--- config.mk ---
export PLATFORM = sky130hd
export DESIGN_NAME = prot_unit
export DESIGN_NICKNAME = d
export VERILOG_FILES = /design/src/rtl/prot_pkg.sv /design/src/rtl/prot_bounds.sv /design/src/rtl/prot_timer.sv /design/src/rtl/prot_arbiter.sv /design/src/rtl/prot_mode.sv /design/src/rtl/prot_unit.sv
export SDC_FILE = /design/constraint.sdc
export NUM_CORES = 1
export LEC_CHECK = 0
export CORE_MARGIN = 2
export CORE_UTILIZATION = 45
export CTS_CLUSTER_SIZE = 30
export DETAILED_ROUTE_END_ITERATION = 12
export HOLD_SLACK_MARGIN = 0.05
export PLACE_DENSITY = 0.78
export SYNTH_ARGS = -nofsm -noshare
export SYNTH_HDL_FRONTEND = slang
export SYNTH_SLANG_ARGS = --single-unit
--- constraint.sdc ---
create_clock -name clk -period 5.05 [get_ports clk]
set_input_delay 1.2625 -clock clk [delete_from_list [all_inputs] [get_ports clk]]
set_output_delay 1.2625 -clock clk [all_outputs]
set_load 0.02 [all_outputs]
--- src/rtl/prot_pkg.sv ---
// Shared encodings for the protection unit.
package prot_pkg;
    typedef enum logic [1:0] {
        SEL_BASE  = 2'd0,
        SEL_LIMIT = 2'd1,
        SEL_TIMER = 2'd2,
        SEL_NONE  = 2'd3
    } reg_sel_e;

    localparam logic MODE_SUP = 1'b0;
    localparam logic MODE_USR = 1'b1;
endpackage

--- src/rtl/prot_bounds.sv ---
// Window compare: decides whether an address lies in [base, base+len).
// Assumes nothing about the alignment of the window. The sum is one bit
// wider than the address, so a window that passes the top of the address
// space does not wrap.
module prot_bounds #(
    parameter int AW = 16
) (
    input  logic [AW-1:0] addr,
    input  logic [AW-1:0] base,
    input  logic [AW-1:0] len,
    output logic          in_range
);
    localparam int SW = AW + 1;

    logic [SW-1:0] end_excl;

    // Exclusive upper end of the window and the two-sided compare.
    always_comb begin
        end_excl = {1'b0, base} + {1'b0, len};
        in_range = (addr >= base) && ({1'b0, addr} < end_excl);
    end
endmodule

--- src/rtl/prot_timer.sv ---
// Quantum timer: loads a count, then decrements once per clock to zero.
// The expire flag marks the edge on which the count moves from 1 to 0.
// A load on that same edge takes precedence, and no expiry is flagged.
module prot_timer #(
    parameter int TW = 8
) (
    input  logic          clk,
    input  logic          rst_n,
    input  logic          load,
    input  logic [TW-1:0] load_val,
    output logic          expire
);
    logic [TW-1:0] cnt;

    // Flag the final decrement unless a reload overrides it.
    always_comb begin
        expire = (cnt == TW'(1)) && !load;
    end

    // Load or count down; the timer idles at zero.
    always_ff @(posedge clk) begin
        if (!rst_n) begin
            cnt <= '0;
        end else if (load) begin
            cnt <= load_val;
        end else if (cnt != '0) begin
            cnt <= cnt - TW'(1);
        end
    end
endmodule

--- src/rtl/prot_arbiter.sv ---
// Event arbiter: registers one event per cycle by fixed priority.
// The order is address fault, then privilege trap, then timer.
// A timer expiry that loses is held pending until a cycle with no
// higher event. Reports whether any event is taken this cycle.
module prot_arbiter (
    input  logic clk,
    input  logic rst_n,
    input  logic fault_req,
    input  logic trap_req,
    input  logic tmr_req,
    output logic any_evt,
    output logic addr_fault,
    output logic priv_trap,
    output logic timer_irq
);
    logic tmr_pend;
    logic tmr_any;

    // Merge a fresh expiry with one held from an earlier cycle.
    always_comb begin
        tmr_any = tmr_req || tmr_pend;
        any_evt = fault_req || trap_req || tmr_any;
    end

    // Register the winning event and hold a suppressed timer expiry.
    always_ff @(posedge clk) begin
        if (!rst_n) begin
            addr_fault <= 1'b0;
            priv_trap  <= 1'b0;
            timer_irq  <= 1'b0;
            tmr_pend   <= 1'b0;
        end else begin
            addr_fault <= fault_req;
            priv_trap  <= trap_req && !fault_req;
            timer_irq  <= tmr_any && !fault_req && !trap_req;
            tmr_pend   <= tmr_any && (fault_req || trap_req);
        end
    end
endmodule

--- src/rtl/prot_mode.sv ---
// Mode bit: any event forces supervisor mode. A return request takes
// effect only from supervisor mode and only in a cycle with no event.
module prot_mode (
    input  logic clk,
    input  logic rst_n,
    input  logic any_evt,
    input  logic ret_user,
    output logic user_mode
);
    import prot_pkg::*;

    // Update the privilege state; events take precedence over returns.
    always_ff @(posedge clk) begin
        if (!rst_n) begin
            user_mode <= MODE_SUP;
        end else if (any_evt) begin
            user_mode <= MODE_SUP;
        end else if (ret_user && (user_mode == MODE_SUP)) begin
            user_mode <= MODE_USR;
        end
    end
endmodule

--- src/rtl/prot_unit.sv ---
// Protection unit top level. It holds the base and length registers,
// checks user-mode references, traps privileged operations and runs the
// quantum timer. Assumes TW <= AW; the timer is loaded from the low TW
// bits of the write data.
module prot_unit #(
    parameter int AW = 16,
    parameter int TW = 8
) (
    input  logic          clk,
    input  logic          rst_n,
    input  logic          ref_valid,
    input  logic [AW-1:0] ref_addr,
    input  logic          priv_instr,
    input  logic          wr_en,
    input  logic [1:0]    wr_sel,
    input  logic [AW-1:0] wr_data,
    input  logic          ret_user,
    output logic          addr_fault,
    output logic          priv_trap,
    output logic          timer_irq,
    output logic          user_mode
);
    import prot_pkg::*;

    logic [AW-1:0] base_q;
    logic [AW-1:0] len_q;
    logic          in_range;
    logic          wr_ok;
    logic          tmr_load;
    logic          tmr_expire;
    logic          fault_req;
    logic          trap_req;
    logic          any_evt;
    reg_sel_e      sel;

    // Decode writes; they are accepted only in supervisor mode.
    always_comb begin
        sel       = reg_sel_e'(wr_sel);
        wr_ok     = wr_en && (user_mode == MODE_SUP);
        tmr_load  = wr_ok && (sel == SEL_TIMER);
        fault_req = (user_mode == MODE_USR) && ref_valid && !in_range;
        trap_req  = (user_mode == MODE_USR) && (priv_instr || wr_en);
    end

    // Base and length registers.
    always_ff @(posedge clk) begin
        if (!rst_n) begin
            base_q <= '0;
            len_q  <= '0;
        end else if (wr_ok) begin
            if (sel == SEL_BASE)  base_q <= wr_data;
            if (sel == SEL_LIMIT) len_q  <= wr_data;
        end
    end

    prot_bounds #(.AW(AW)) u_bounds (
        .addr     (ref_addr),
        .base     (base_q),
        .len      (len_q),
        .in_range (in_range)
    );

    prot_timer #(.TW(TW)) u_timer (
        .clk      (clk),
        .rst_n    (rst_n),
        .load     (tmr_load),
        .load_val (wr_data[TW-1:0]),
        .expire   (tmr_expire)
    );

    prot_arbiter u_arb (
        .clk        (clk),
        .rst_n      (rst_n),
        .fault_req  (fault_req),
        .trap_req   (trap_req),
        .tmr_req    (tmr_expire),
        .any_evt    (any_evt),
        .addr_fault (addr_fault),
        .priv_trap  (priv_trap),
        .timer_irq  (timer_irq)
    );

    prot_mode u_mode (
        .clk       (clk),
        .rst_n     (rst_n),
        .any_evt   (any_evt),
        .ret_user  (ret_user),
        .user_mode (user_mode)
    );
endmodule

; Word level (Yosys, flattened, before mapping)
; Index checks and enable logic that the tools add are counted.
[word_totals]
romBits = 0
output_inout_bits = 4
latchBits = 0
memories = 0
reg_bits = 45
input_bits = 40
ram_bits = 0
wordCells = 45
[op_classes]
add_sub_neg = 2
div_mod_pow = 0
eq_ne = 3
order_cmp = 2
bitwise = 2
reduce_logical = 26
muxes = 2
mul = 0
n_shift = 0
[op_table]
columns = op, count
row1 = $add 16x16->17, 1
row2 = $lt 16x17->1, 1
row3 = $ge 16x16->1, 1
row4 = $mux 8, 2
row5 = $logic_and 1x1->1, 12
row6 = $eq 8x1->1 const B, 1
row7 = $reduce_bool 8->1, 1
row8 = $sub 8x1->8 const B, 1
row9 = $logic_not 1->1, 4
row10 = $logic_or 1x1->1, 4
row11 = $reduce_and 2->1, 2
row12 = $eq 2x1->1 const B, 1
row13 = $eq 2x2->1 const B, 1
row14 = $logic_not 2->1, 1
row15 = $not 1->1, 2
row16 = $reduce_bool 2->1, 1
row17 = $reduce_or 2->1, 1

; Depth between registers and ports, before layout
; Gate-level depths: netlist (run 1).
[logic_depth]
word_depth = 8
mapped_depth = 15
mapped_depth_nobuf = 15

; Hierarchy
; A second synthesis (run 1) with hierarchy kept.
[unflattened]
hier_cells = 379
area_unflattened_um2 = 3355.7
[modules_own_cells]
columns = module, cells_each, seq_area_each_um2, area_each_um2, n_inst
row1 = prot_bounds, 180, 0.0, 1431.4, 1
row2 = prot_unit, 127, 640.6, 1253.7, 1
row3 = prot_timer, 57, 160.2, 504.2, 1
row4 = prot_arbiter, 12, 80.1, 130.1, 1
row5 = prot_mode, 3, 20.0, 36.3, 1

; Worst setup path after synthesis (run 1)
; OpenSTA, ideal clock, no wires.
[synth_timing]
path_kind = register -> register
startpoint = register base_q[0]
endpoint = register u_arb.tmr_pend
path_slack_ps = 1414
n_path_buf = 0
arrival_ps = 3521
period_less_slack_ps = 3636
t_required_ps = 4935
setup_time_ps = 115
path_stages_with_launch = 15
cell_sequence = dfxtp_1 -> ha_1 -> fa_1 -> a211oi_1 -> o21ai_1 -> and3_1 -> or2_2 -> a211o_1 -> o311a_1 -> ha_1 -> a2111oi_0 -> o221ai_1 -> a21oi_1 -> o41ai_4 -> o21a_1
[synth_via]
elab_chain_cells = 7
elab_cells_between_ends = 8
classes_between = add/sub: 1 / order compare: 2 / reduce/logical: 5
[synth_rtl]
columns = item, line
row1 = "start, declared", prot_unit.sv:25  ; logic [AW-1:0] base_q;
row2 = "start signal, assigned", prot_unit.sv:51  ; if (sel == SEL_BASE) base_q <= wr_data;
row3 = $add 16x16->17, prot_bounds.sv:19  ; end_excl = {1'b0, base} + {1'b0, len};
row4 = $lt 16x17->1, prot_bounds.sv:20  ; in_range = (addr >= base) && ({1'b0, addr} < end_excl);
row5 = $logic_and 1x1->1 (*), prot_bounds.sv:20
row6 = $logic_not 1->1 (*), prot_unit.sv:41  ; fault_req = (user_mode == MODE_USR) && ref_valid && !in_range;
row7 = $logic_and 1x1->1 (*), prot_unit.sv:41
row8 = $logic_or 1x1->1 (*), prot_arbiter.sv:36  ; tmr_pend <= tmr_any && (fault_req || trap_req);
row9 = $logic_and 1x1->1 (*), prot_arbiter.sv:36
row10 = "end signal, assigned", prot_arbiter.sv:36
row11 = "end, declared", prot_arbiter.sv:16  ; logic tmr_pend;
; Every way passes the cells marked *; elsewhere a longest branch is shown, timed or not.
; A chain may end at the register's enable or synchronous reset.

; Final worst setup path (run 1)
; Same ends and word-level chain as after synthesis.

==> results of run 1 <==
cell families (layout without fill, tap and decap cells):
group | Yosys count | after routing | synth area share
xor+xnor | 17 | 17 | 0.0469
buf+inv | 40 | 82 | 0.0473
simple gates | 139 | 139 | 0.191
fa+ha+maj | 50 | 50 | 0.200
compound gates | 118 | 118 | 0.231
flops | 45 | 45 | 0.284
cells in the mapped netlist (3+ instances only):
library cell / count / area share
ha_1: 49 / 0.19
nor3_1: 9 / 0.014
nand4_1: 3 / 0.0059
inv_1: 29 / 0.034
a21o_1: 11 / 0.026
xor2_1: 6 / 0.017
nand2_1: 81 / 0.096
nand2b_1: 6 / 0.012
xnor2_1: 11 / 0.030
o21ai_0: 16 / 0.025
nor2_1: 22 / 0.026
clkbuf_1: 10 / 0.012
a21oi_1: 58 / 0.091
o21a_1: 4 / 0.0095
dfxtp_1: 45 / 0.28
a211oi_1: 9 / 0.021
nand3_1: 5 / 0.0079
placed cells by master, fill, tap and decap left out, drive strengths merged, types with 9 or more instances in the layout:
cell type,count
nor3,9
o21ai,17
clkdlybuf4s50,43
xnor2,11
a21oi,58
ha,49
a21o,11
nor2,22
nand2,81
inv,30
dfxtp,45
a211oi,9
layer usage:
layer	routed length, um	vias up	GRT usage	part of all wire
li1	-	1518	-	-
met1	3620	1330	0.265	0.49
met2	3410	52	0.344	0.46
met3	279	6	0.0217	0.038
met4	106	0	0.0671	0.014
met5	0	-	0	0
sequential cells by signal, summed over array words and instances, names as in the netlist:
register,count
base_q,16
len_q,16
u_arb.addr_fault,1
u_arb.priv_trap,1
u_arb.timer_irq,1
u_arb.tmr_pend,1
u_mode.user_mode,1
u_timer.cnt,8
metrics by stage:
| stage | hold WS (ns) | instance area [um^2] | setup WS [ns] | total power, mW | utilization |
|---|---|---|---|---|---|
| floorplan | 0.440 | 3170 | 1.41 | 0.674 | - |
| global placement | 0.452 | 3690 | 1.16 | 0.768 | 0.544 |
| detailed placement | 0.454 | 3690 | 0.946 | 0.777 | 0.544 |
| CTS | 0.465 | 3790 | 0.937 | 1.02 | 0.559 |
| global route | 0.485 | 3790 | 0.704 | 1.08 | 0.559 |
| finish | 0.465 | 3790 | 0.931 | 1.01 | 0.559 |
final cells by class:
cell class	instances	area, um^2
sequential	45	901
multi-input combinational	324	2120
fill	656	3000
clock buffer	7	96.3
timing repair buffer	44	438
inverter	30	113
clock inverter	1	5.00
tap	96	120
power by group:
part / internal (mW) / switching (mW) / leakage [nW]
combinational: 0.163 / 0.178 / 1.09
clock: 0.124 / 0.116 / 0.0542
sequential: 0.395 / 0.0368 / 0.367
total: 0.681 / 0.331 / 1.51
path summary, 6_finish.rpt:
path | depth (start not counted) | slack, ns | end
worst max-delay path | 14 | 0.93 | u_arb.tmr_pend$_SDFF_PN0_
worst min-delay path | 2 | 0.46 | len_q[6]$_SDFFE_PN0P_
worst max register to register | 14 | 0.93 | u_arb.tmr_pend$_SDFF_PN0_
worst min register to register | 2 | 0.46 | len_q[6]$_SDFFE_PN0P_
worst max-delay path, stage by stage, from the launching register on:
cell       delay, ns
dfxtp_1         0.33
ha_1            0.22
fa_1            0.43
a211oi_1        0.32
o21ai_1         0.15
and3_1          0.22
or2_2           0.32
a211o_1         0.31
o311a_1         0.14
ha_1            0.29
a2111oi_0       0.46
o221ai_1        0.20
a21oi_1         0.26
o41ai_4         0.16
o21a_1          0.21
==> impl_metrics.yaml, run 1 <==
critical_path:
  end_kind: "flip-flop"
  crit_required_ns: 5.24
  startpoint_type: "flip-flop"
  r2r_start: "base_q[0]$_SDFFE_PN0P_"
  critPathKind: "flip-flop to flip-flop"
  critical_path_arrival_ns: 4.31
  cp-startpoint: "base_q[0]$_SDFFE_PN0P_"
  critPathMaxFanout: 5
sta:
  finalSetupTns_ns: 0
  finalCriticalPeriod_ns: 4.12
  setup_viol: 0
  hold_viol_final: 0
  rsz0062_at_grt: "no"
  slew_headroom: 0.588
  worst_pin_slew_ns: 0.617
  report.final.slew_viol_count: 0
  max_freq_ghz: 0.243
  finalClockSkew_ns: 0.00375
  fin_crit_sh: 0.816
route:
  ant_nets: 0
  dr.pass1.iters: 4
  vias: 2906
  via_per_inst: 5.31
  drtIter0Drc: 108
  drt-total-wl_um: 7410
  post_drt_wl_per_cell_um: 13.5
  drcViolationCount: 0
logic_synthesis:
  yosys_warnings: 0
  syn_nets: 499
  ys_seq_elements: 45
  syn_area_mm2: 0.00317
  seq_area_frac_synth: 0.284
  synth-edff-count: 0
  synth_flop_cell: "dfxtp_1"
  synthCells: 409
  synthArstFlopShare: 0
  syn_area_per_cell_um2: 7.76
  ys_types: 44
power_and_ir_drop:
  p_per_area_mw_per_mm2: 267
  ir_drop_uv: 238
  p_leak_nw: 1.51
global_route:
  overflow: 0
  grt_pass1_vias: 2800
  grt_start_max_net_pins: 38
  grt_pass1_wl_um: 12400
  antenna_found_initial: 0
  globalRouteTotalUtil: 0.201
clock_network:
  ctsResizeCount: 0
  cts_num_sinks: 45
  htree_levels: 2
  clk_pin_slew_ns: 0.08
  cts_root_buf: "clkbuf_8"
  clock_latency_ns: 0.29
  ctsHoldBuffers: 0
  max-clock-path-buffers: 2
  cts_buffers: 5
  cts_setup_buffers: 0
  cts_tree: "yes"
placed_design:
  gp_congestion: 0.890
  portBuffers: 43
  hpwl_um: 5910
  dp.cells: 539
die:
  io_pins: 44
  die_width_um: 88.0
  die-area_mm2: 0.00774
  start_util: 0.467
  core_mm2: 0.00679
  die_y_um: 88.0
  fp-row-count: 30
layout:
  diodes: 0
  syn_to_final_growth_pct: 19.6
  drive_gt1_frac: 0.0333
  fin_cells: 547
  num-nets-final: 540
hold_path:
  hold_class: "flip-flop to flip-flop"
  hold_start: "len_q[6]$_SDFFE_PN0P_"
run:
  cap_viol_max_count: 0
run_status:
  status: "finished clean"
Power figures use the tool's default switching activity.
==> inputs of run 2 (changes only) <==
--- a/config.mk
+++ b/config.mk
@@ -10,7 +10,7 @@
 export CTS_CLUSTER_SIZE = 30
 export DETAILED_ROUTE_END_ITERATION = 12
 export HOLD_SLACK_MARGIN = 0.05
-export PLACE_DENSITY = 0.78
+export PLACE_DENSITY = 0.8
 export SYNTH_ARGS = -nofsm -noshare
 export SYNTH_HDL_FRONTEND = slang
 export SYNTH_SLANG_ARGS = --single-unit
==> constraint.sdc (replaced) <==
create_clock -name clk -period 3.7 [get_ports clk]
set_input_delay 0.925 -clock clk [delete_from_list [all_inputs] [get_ports clk]]
set_output_delay 0.925 -clock clk [all_outputs]
set_load 0.02 [all_outputs]
==> impl_metrics.yaml, run 2 (synthesis results as in run 1) <==
route:
  dr.pass1.iters: 4
  drt-total-wl_um: 7330
  drtIter0Drc: 123
  via_per_inst: 5.31
  wl_met3_um: 328
  wl_met1_um: 3530
  post_drt_wl_per_cell_um: 13.3
  vias: 2939
  ant_nets: 0
  met2_length_um: 3390
  top_layer_used: "met4"
  drcViolationCount: 0
clock_network:
  cts_root_buf: "clkbuf_8"
  cts_num_sinks: 45
  cts_buffers: 5
  htree_levels: 2
  ctsHoldBuffers: 0
  cts_tree: "yes"
  max-clock-path-buffers: 2
  clock_latency_ns: 0.30
  clk_pin_slew_ns: 0.08
sta:
  rsz0062_at_grt: "no"
  finalCriticalPeriod_ns: 3.55
  fin_crit_sh: 0.959
  worst_pin_slew_ns: 0.613
  setup_viol: 0
  slew_headroom: 0.591
  finalSetupTns_ns: 0
  max_freq_ghz: 0.282
  hold-worst-slack_ns: 0.463
  hold_viol_final: 0
  report.final.slew_viol_count: 0
  finalClockSkew_ns: 0.00554
layout:
  reg.largest.list: "base_q (16), len_q (16), u_timer.cnt (8)"
  num-nets-final: 546
  layout_commonest_cell: "nand2_1"
  syn_to_final_growth_pct: 22.3
  fin_cells: 553
  final_cell_mix: "nand2_1 (81), a21oi_1 (56), ha_1 (47), dfxtp_1 (44), clkdlybuf4s50_1 (43)"
  num-fill-cells: 624
  drive_gt1_frac: 0.0656
  diodes: 0
  final_cell_area_mm2: 0.00388
critical_path:
  cp_slowest_cell: "fa_2"
  r2r_slack_ns: 0.15
  crit_required_ns: 3.89
  startpoint_type: "flip-flop"
  critical_path_arrival_ns: 3.74
  cpMostUsedCell: "a21oi_2"
  crit_chain: "ha_2, fa_2, a211oi_2, o21ai_2, and3_1, or2_2, buf_4, a21oi_2, o311a_1, ha_4, a2111oi_4, o221ai_2, a21oi_2, o41ai_4, o21a_1"
  critPathMaxFanout: 5
  critPathKind: "flip-flop to flip-flop"
  slowest_delay_ns: 0.36
  end_kind: "flip-flop"
run_status:
  status: "finished clean"
hold_path:
  hold_class: "flip-flop to flip-flop"
die:
  io_pins: 44
  die_y_um: 88.0
  fp-row-count: 30
  die-area_mm2: 0.00774
  core_mm2: 0.00679
  die_width_um: 88.0
  start_util: 0.467
global_route:
  grt_pass1_vias: 2718
  overflow: 0
  grt_pass1_wl_um: 11900
  antenna_found_initial: 0
  grt_start_max_net_pins: 38
  globalRouteTotalUtil: 0.194
placed_design:
  gp_congestion: 0.877
  portBuffers: 43
  dp.cells: 545
  post_dp_cell_area_mm2: 0.00374
  hpwl_um: 5870
power_and_ir_drop:
  p_leak_nw: 1.54
  ir_drop_uv: 367
  p_per_area_mw_per_mm2: 350
run:
  cap_viol_max_count: 0
[run 2: cell count changes in the layout (fill, tap and decap cells not counted), moves of 2 or more]
| cell | previous run | this run |
|---|---|---|
| buf_4 | 1 | 7 |
| a21oi_1 | 58 | 56 |
| a21oi_2 | 0 | 2 |
| clkbuf_8 | 7 | 5 |
| ha_1 | 49 | 47 |
[run 2: area by class of cell]
cell class,count,area (um^2),area share
Multi-Input combinational cell,324,2180,0.562
Sequential cell,45,902,0.232
Timing Repair Buffer,50,483,0.124
Tap cell,96,120,0.0309
Inverter,30,113,0.0290
Clock buffer,6,72.6,0.0187
Clock inverter,2,10.0,0.00258
[run 2: through the flow]
step	util	setup WS, ns	total power, mW
final	0.571	0.153	1.36
after global routing	0.571	0.00775	1.46
after CTS	0.565	0.00332	1.36
after detailed placement	0.550	-0.181	1.06
after global placement	0.550	-0.120	1.05
after floorplan	-	0.0644	0.919
[run 2: report_power, final]
part | internal (mW) | total [mW] | switching, mW
registers | 0.539 | 0.589 | 0.0499
clock network | 0.131 | 0.290 | 0.159
logic | 0.232 | 0.481 | 0.250
total | 0.902 | 1.36 | 0.459
[run 2: path summary, 6_finish.rpt]
| kind | startpoint | endpoint | depth (start not counted) |
|---|---|---|---|
| worst min-delay path | len_q[6]$_SDFFE_PN0P_ | len_q[6]$_SDFFE_PN0P_ | 2 |
| worst max register to register | base_q[0]$_SDFFE_PN0P_ | u_arb.tmr_pend$_SDFF_PN0_ | 15 |
| worst min register to register | len_q[6]$_SDFFE_PN0P_ | len_q[6]$_SDFFE_PN0P_ | 2 |
| worst max-delay path | base_q[0]$_SDFFE_PN0P_ | u_arb.tmr_pend$_SDFF_PN0_ | 15 |
[run 2: worst max-delay path, delay by kind of cell, from the launching register on]
family | cells | cell delay, ns
buffers and inverters | 1 | 0.15
AO/OA/AOI/OAI | 9 | 1.71
flip-flops | 1 | 0.33
adder cells (fa/ha/maj) | 3 | 0.77
AND/OR/NAND/NOR | 2 | 0.48
[run 2: per-layer routing]
layer / up-vias / GRT usage
li1: 1525 / -
met1: 1345 / 0.263
met2: 60 / 0.322
met3: 9 / 0.0245
met4: 0 / 0.0573
met5: - / 0
[run 2: timing repair]
action,in CTS,in global routing
endpoints found under the setup margin,5,5
setup buffers,0,0
resized for setup,4,8
pin swaps,0,6
endpoints found under the hold margin,0,0
==> inputs of run 3 (changes only) <==
--- a/config.mk
+++ b/config.mk
@@ -5,12 +5,12 @@
 export SDC_FILE = /design/constraint.sdc
 export NUM_CORES = 1
 export LEC_CHECK = 0
-export CORE_MARGIN = 2
+export ABC_AREA = 1
 export CORE_UTILIZATION = 45
 export CTS_CLUSTER_SIZE = 30
 export DETAILED_ROUTE_END_ITERATION = 12
 export HOLD_SLACK_MARGIN = 0.05
-export PLACE_DENSITY = 0.8
+export PLACE_DENSITY = 0.78
 export SYNTH_ARGS = -nofsm -noshare
 export SYNTH_HDL_FRONTEND = slang
 export SYNTH_SLANG_ARGS = --single-unit
==> impl_metrics.yaml, run 3 <==
power_and_ir_drop:
  p_leak_nw: 1.77
  p_clk_frac: 0.237
  p_per_area_mw_per_mm2: 410
  internal_power_mw: 1.02
  pwr-share-comb: 0.387
  ir_drop_uv: 352
  switching_share: 0.359
  p_total_mw: 1.58
  p_seq_frac: 0.376
  power_switching_mw: 0.568
critical_path:
  crit_chain: "ha_1, fa_1, nand3_1, nand2_2, nand4_2, nand2_2, a21o_2, xnor2_1, ha_1, nand2_1, nor2_1, a211oi_1, nand2_1, nand2_1, nand2_1, nand2_1, nand3_2, nand2_2, nand2_2, nor2_1"
  critPathTopFamily: "simple AND/OR/NAND/NOR gates"
  critPathMaxFanout: 4
  cp-startpoint: "base_q[0]$_SDFFE_PN0P_"
  end_kind: "flip-flop"
  r2r_start: "base_q[0]$_SDFFE_PN0P_"
  startpoint_type: "flip-flop"
  r2r_slack_ns: 0.73
  critical_path_arrival_ns: 3.21
  reg2reg_depth: 20
  cp_num_buf_inv: 0
  cpMostUsedCell: "nand2_1"
  cp_slowest_cell: "fa_1"
  crit_required_ns: 3.93
  critical_path_depth: 20
  critPathKind: "flip-flop to flip-flop"
  slowest_delay_ns: 0.41
  rr_endpoint: "u_arb.timer_irq$_SDFF_PN0_"
logic_synthesis:
  syn_nets: 527
  syn_area_mm2: 0.00322
  synthCells: 437
  ys_types: 37
  synthArstFlopShare: 0
  synth.area.mux_share: 0
  yosys.area_share.adder: 0.197
  ys_top_cells_by_count: "inv_1 (57), nand2_1 (57), nor2_1 (54)"
  synth-edff-count: 0
  synth_compound_area_frac: 0.201
  ys_seq_elements: 45
  synth_top_family_by_area: "compound AO/OA/AOI/OAI gates"
  synth.top_cell.area_share: 0.280
  synth_flop_cell: "dfxtp_1"
  seq_area_frac_synth: 0.280
  yosys_warnings: 0
  synthXorXnorAreaFrac: 0.0436
  yosys.area_share.simple: 0.197
  synthTopCellsByArea: "dfxtp_1 (28%), ha_1 (19%), a21oi_1 (7.8%)"
  syn_area_per_cell_um2: 7.36
  yosys.area.top_type: "dfxtp_1"
route:
  post_drt_wl_per_cell_um: 12.3
  ant_nets: 0
  via_per_inst: 5.03
  drcViolationCount: 0
  dr.pass1.iters: 4
  drtIter0Drc: 149
  vias: 2899
  drt-total-wl_um: 7110
sta:
  slew_headroom: 0.649
  rsz0062_at_grt: "no"
  report.final.slew_viol_count: 0
  worst_pin_slew_ns: 0.526
  finalClockSkew_ns: 0.0115
  setup_viol: 0
  finalSetupTns_ns: 0
  max_freq_ghz: 0.336
  setup_ws_ns: 0.725
  hold_viol_final: 0
  fin_crit_sh: 0.804
  finalCriticalPeriod_ns: 2.97
hold_path:
  min_path_cells: 2
  hold_start: "base_q[5]$_SDFFE_PN0P_"
  min_to: "base_q[5]$_SDFFE_PN0P_"
  hold_class: "flip-flop to flip-flop"
clock_network:
  htree_levels: 2
  cts_buffers: 5
  clk_pin_slew_ns: 0.09
  max-clock-path-buffers: 2
  cts_root_buf: "clkbuf_8"
  cts_tree: "yes"
  clock_latency_ns: 0.31
  cts_setup_buffers: 0
  ctsResizeCount: 0
  ctsHoldBuffers: 0
  cts_num_sinks: 45
layout:
  reg.largest.list: "base_q (16), len_q (16), u_timer.cnt (8)"
  num-fill-cells: 653
  num-nets-final: 569
  diodes: 0
  fin_cells: 576
  syn_to_final_growth_pct: 20.0
  drive_gt1_frac: 0.0729
  final_cell_mix: "inv_1 (57), nand2_1 (57), nor2_1 (54), a21oi_1 (50), ha_1 (49)"
run_status:
  status: "finished clean"
placed_design:
  portBuffers: 43
  hpwl_um: 5780
  dp.cells: 568
  place_ws_ns: 0.747
  gp_congestion: 0.884
global_route:
  antenna_found_initial: 0
  grt_pass1_wl_um: 12000
  grt_pass1_vias: 2737
  grt_start_max_net_pins: 37
  globalRouteTotalUtil: 0.203
  overflow: 0
die:
  start_util: 0.471
  die_y_um: 86.6
  core_mm2: 0.00683
  die-area_mm2: 0.00749
  fp-row-count: 30
  io_pins: 44
  die_width_um: 86.6
run:
  cap_viol_max_count: 0
## run 3: cell count changes after synthesis, sizes merged, moves of 4 or more
cell	before	now
xnor2	11	7
a21o	11	3
o21ai	17	44
a21oi	58	51
nand3	5	14
inv	30	58
nand2b	6	0
nor2	22	55
nand2	81	62
## run 3: metrics by stage
| stage | utilization | instance area [um^2] | hold WS [ns] |
|---|---|---|---|
| after detailed placement | 0.548 | 3750 | 0.489 |
| final | 0.565 | 3860 | 0.492 |
| after global routing | 0.565 | 3860 | 0.533 |
| after floorplan | - | 3220 | 0.452 |
| after global placement | 0.548 | 3750 | 0.482 |
| after CTS | 0.565 | 3860 | 0.501 |
## run 3: worst max path at each step
| stage | to | slack, ns |
|---|---|---|
| floorplan | u_mode.user_mode$_SDFFE_PP0P_ | 1.05 |
| global placement | u_mode.user_mode$_SDFFE_PP0P_ | 0.90 |
| detailed placement | u_arb.timer_irq$_SDFF_PN0_ | 0.75 |
| CTS | u_arb.timer_irq$_SDFF_PN0_ | 0.70 |
| global route | u_arb.timer_irq$_SDFF_PN0_ | 0.36 |
| finish | u_arb.timer_irq$_SDFF_PN0_ | 0.73 |
## run 3: per-layer routing
metal	track usage	wire length (um)	vias to the layer above
met5	0	0	-
met4	0.0636	86	0
met3	0.0267	293	7
met2	0.346	3230	64
met1	0.267	3500	1285
li1	-	-	1543
## run 3: logic make-up (layout without fill, tap and decap cells)
| family | Yosys count | in the layout |
|---|---|---|
| AND/OR/NAND/NOR | 142 | 142 |
| buffers and inverters | 69 | 112 |
| adder cells (fa/ha/maj) | 50 | 50 |
| flip-flops | 45 | 45 |
| AO/OA/AOI/OAI | 115 | 115 |
| XOR/XNOR | 16 | 16 |
## run 3: cell type report
type,instances,area (um^2),area share
clock buffers,5,68.8,0.0178
clock inverters,3,46.3,0.0120
inverters,58,218,0.0564
multi-input cells,323,2050,0.532
flip-flops and latches,45,901,0.233
well taps,96,120,0.0311
repair buffers,46,453,0.117
## run 3: tightest hold or removal path, cell delays in order, from the launching register on
cell	delay, ns
dfxtp_1	0.32
inv_1	0.07
a21oi_1	0.06
## run 3: power by group through the flow
| stage | Clock, mW | Combinational, mW | Sequential (mW) |
|---|---|---|---|
| final | 0.375 | 0.614 | 0.595 |
| after global routing | 0.404 | 0.702 | 0.604 |
| after CTS | 0.385 | 0.613 | 0.595 |
| after detailed placement | 0 | 0.607 | 0.606 |
| after global placement | 0 | 0.579 | 0.604 |
| after floorplan | 0 | 0.436 | 0.604 |
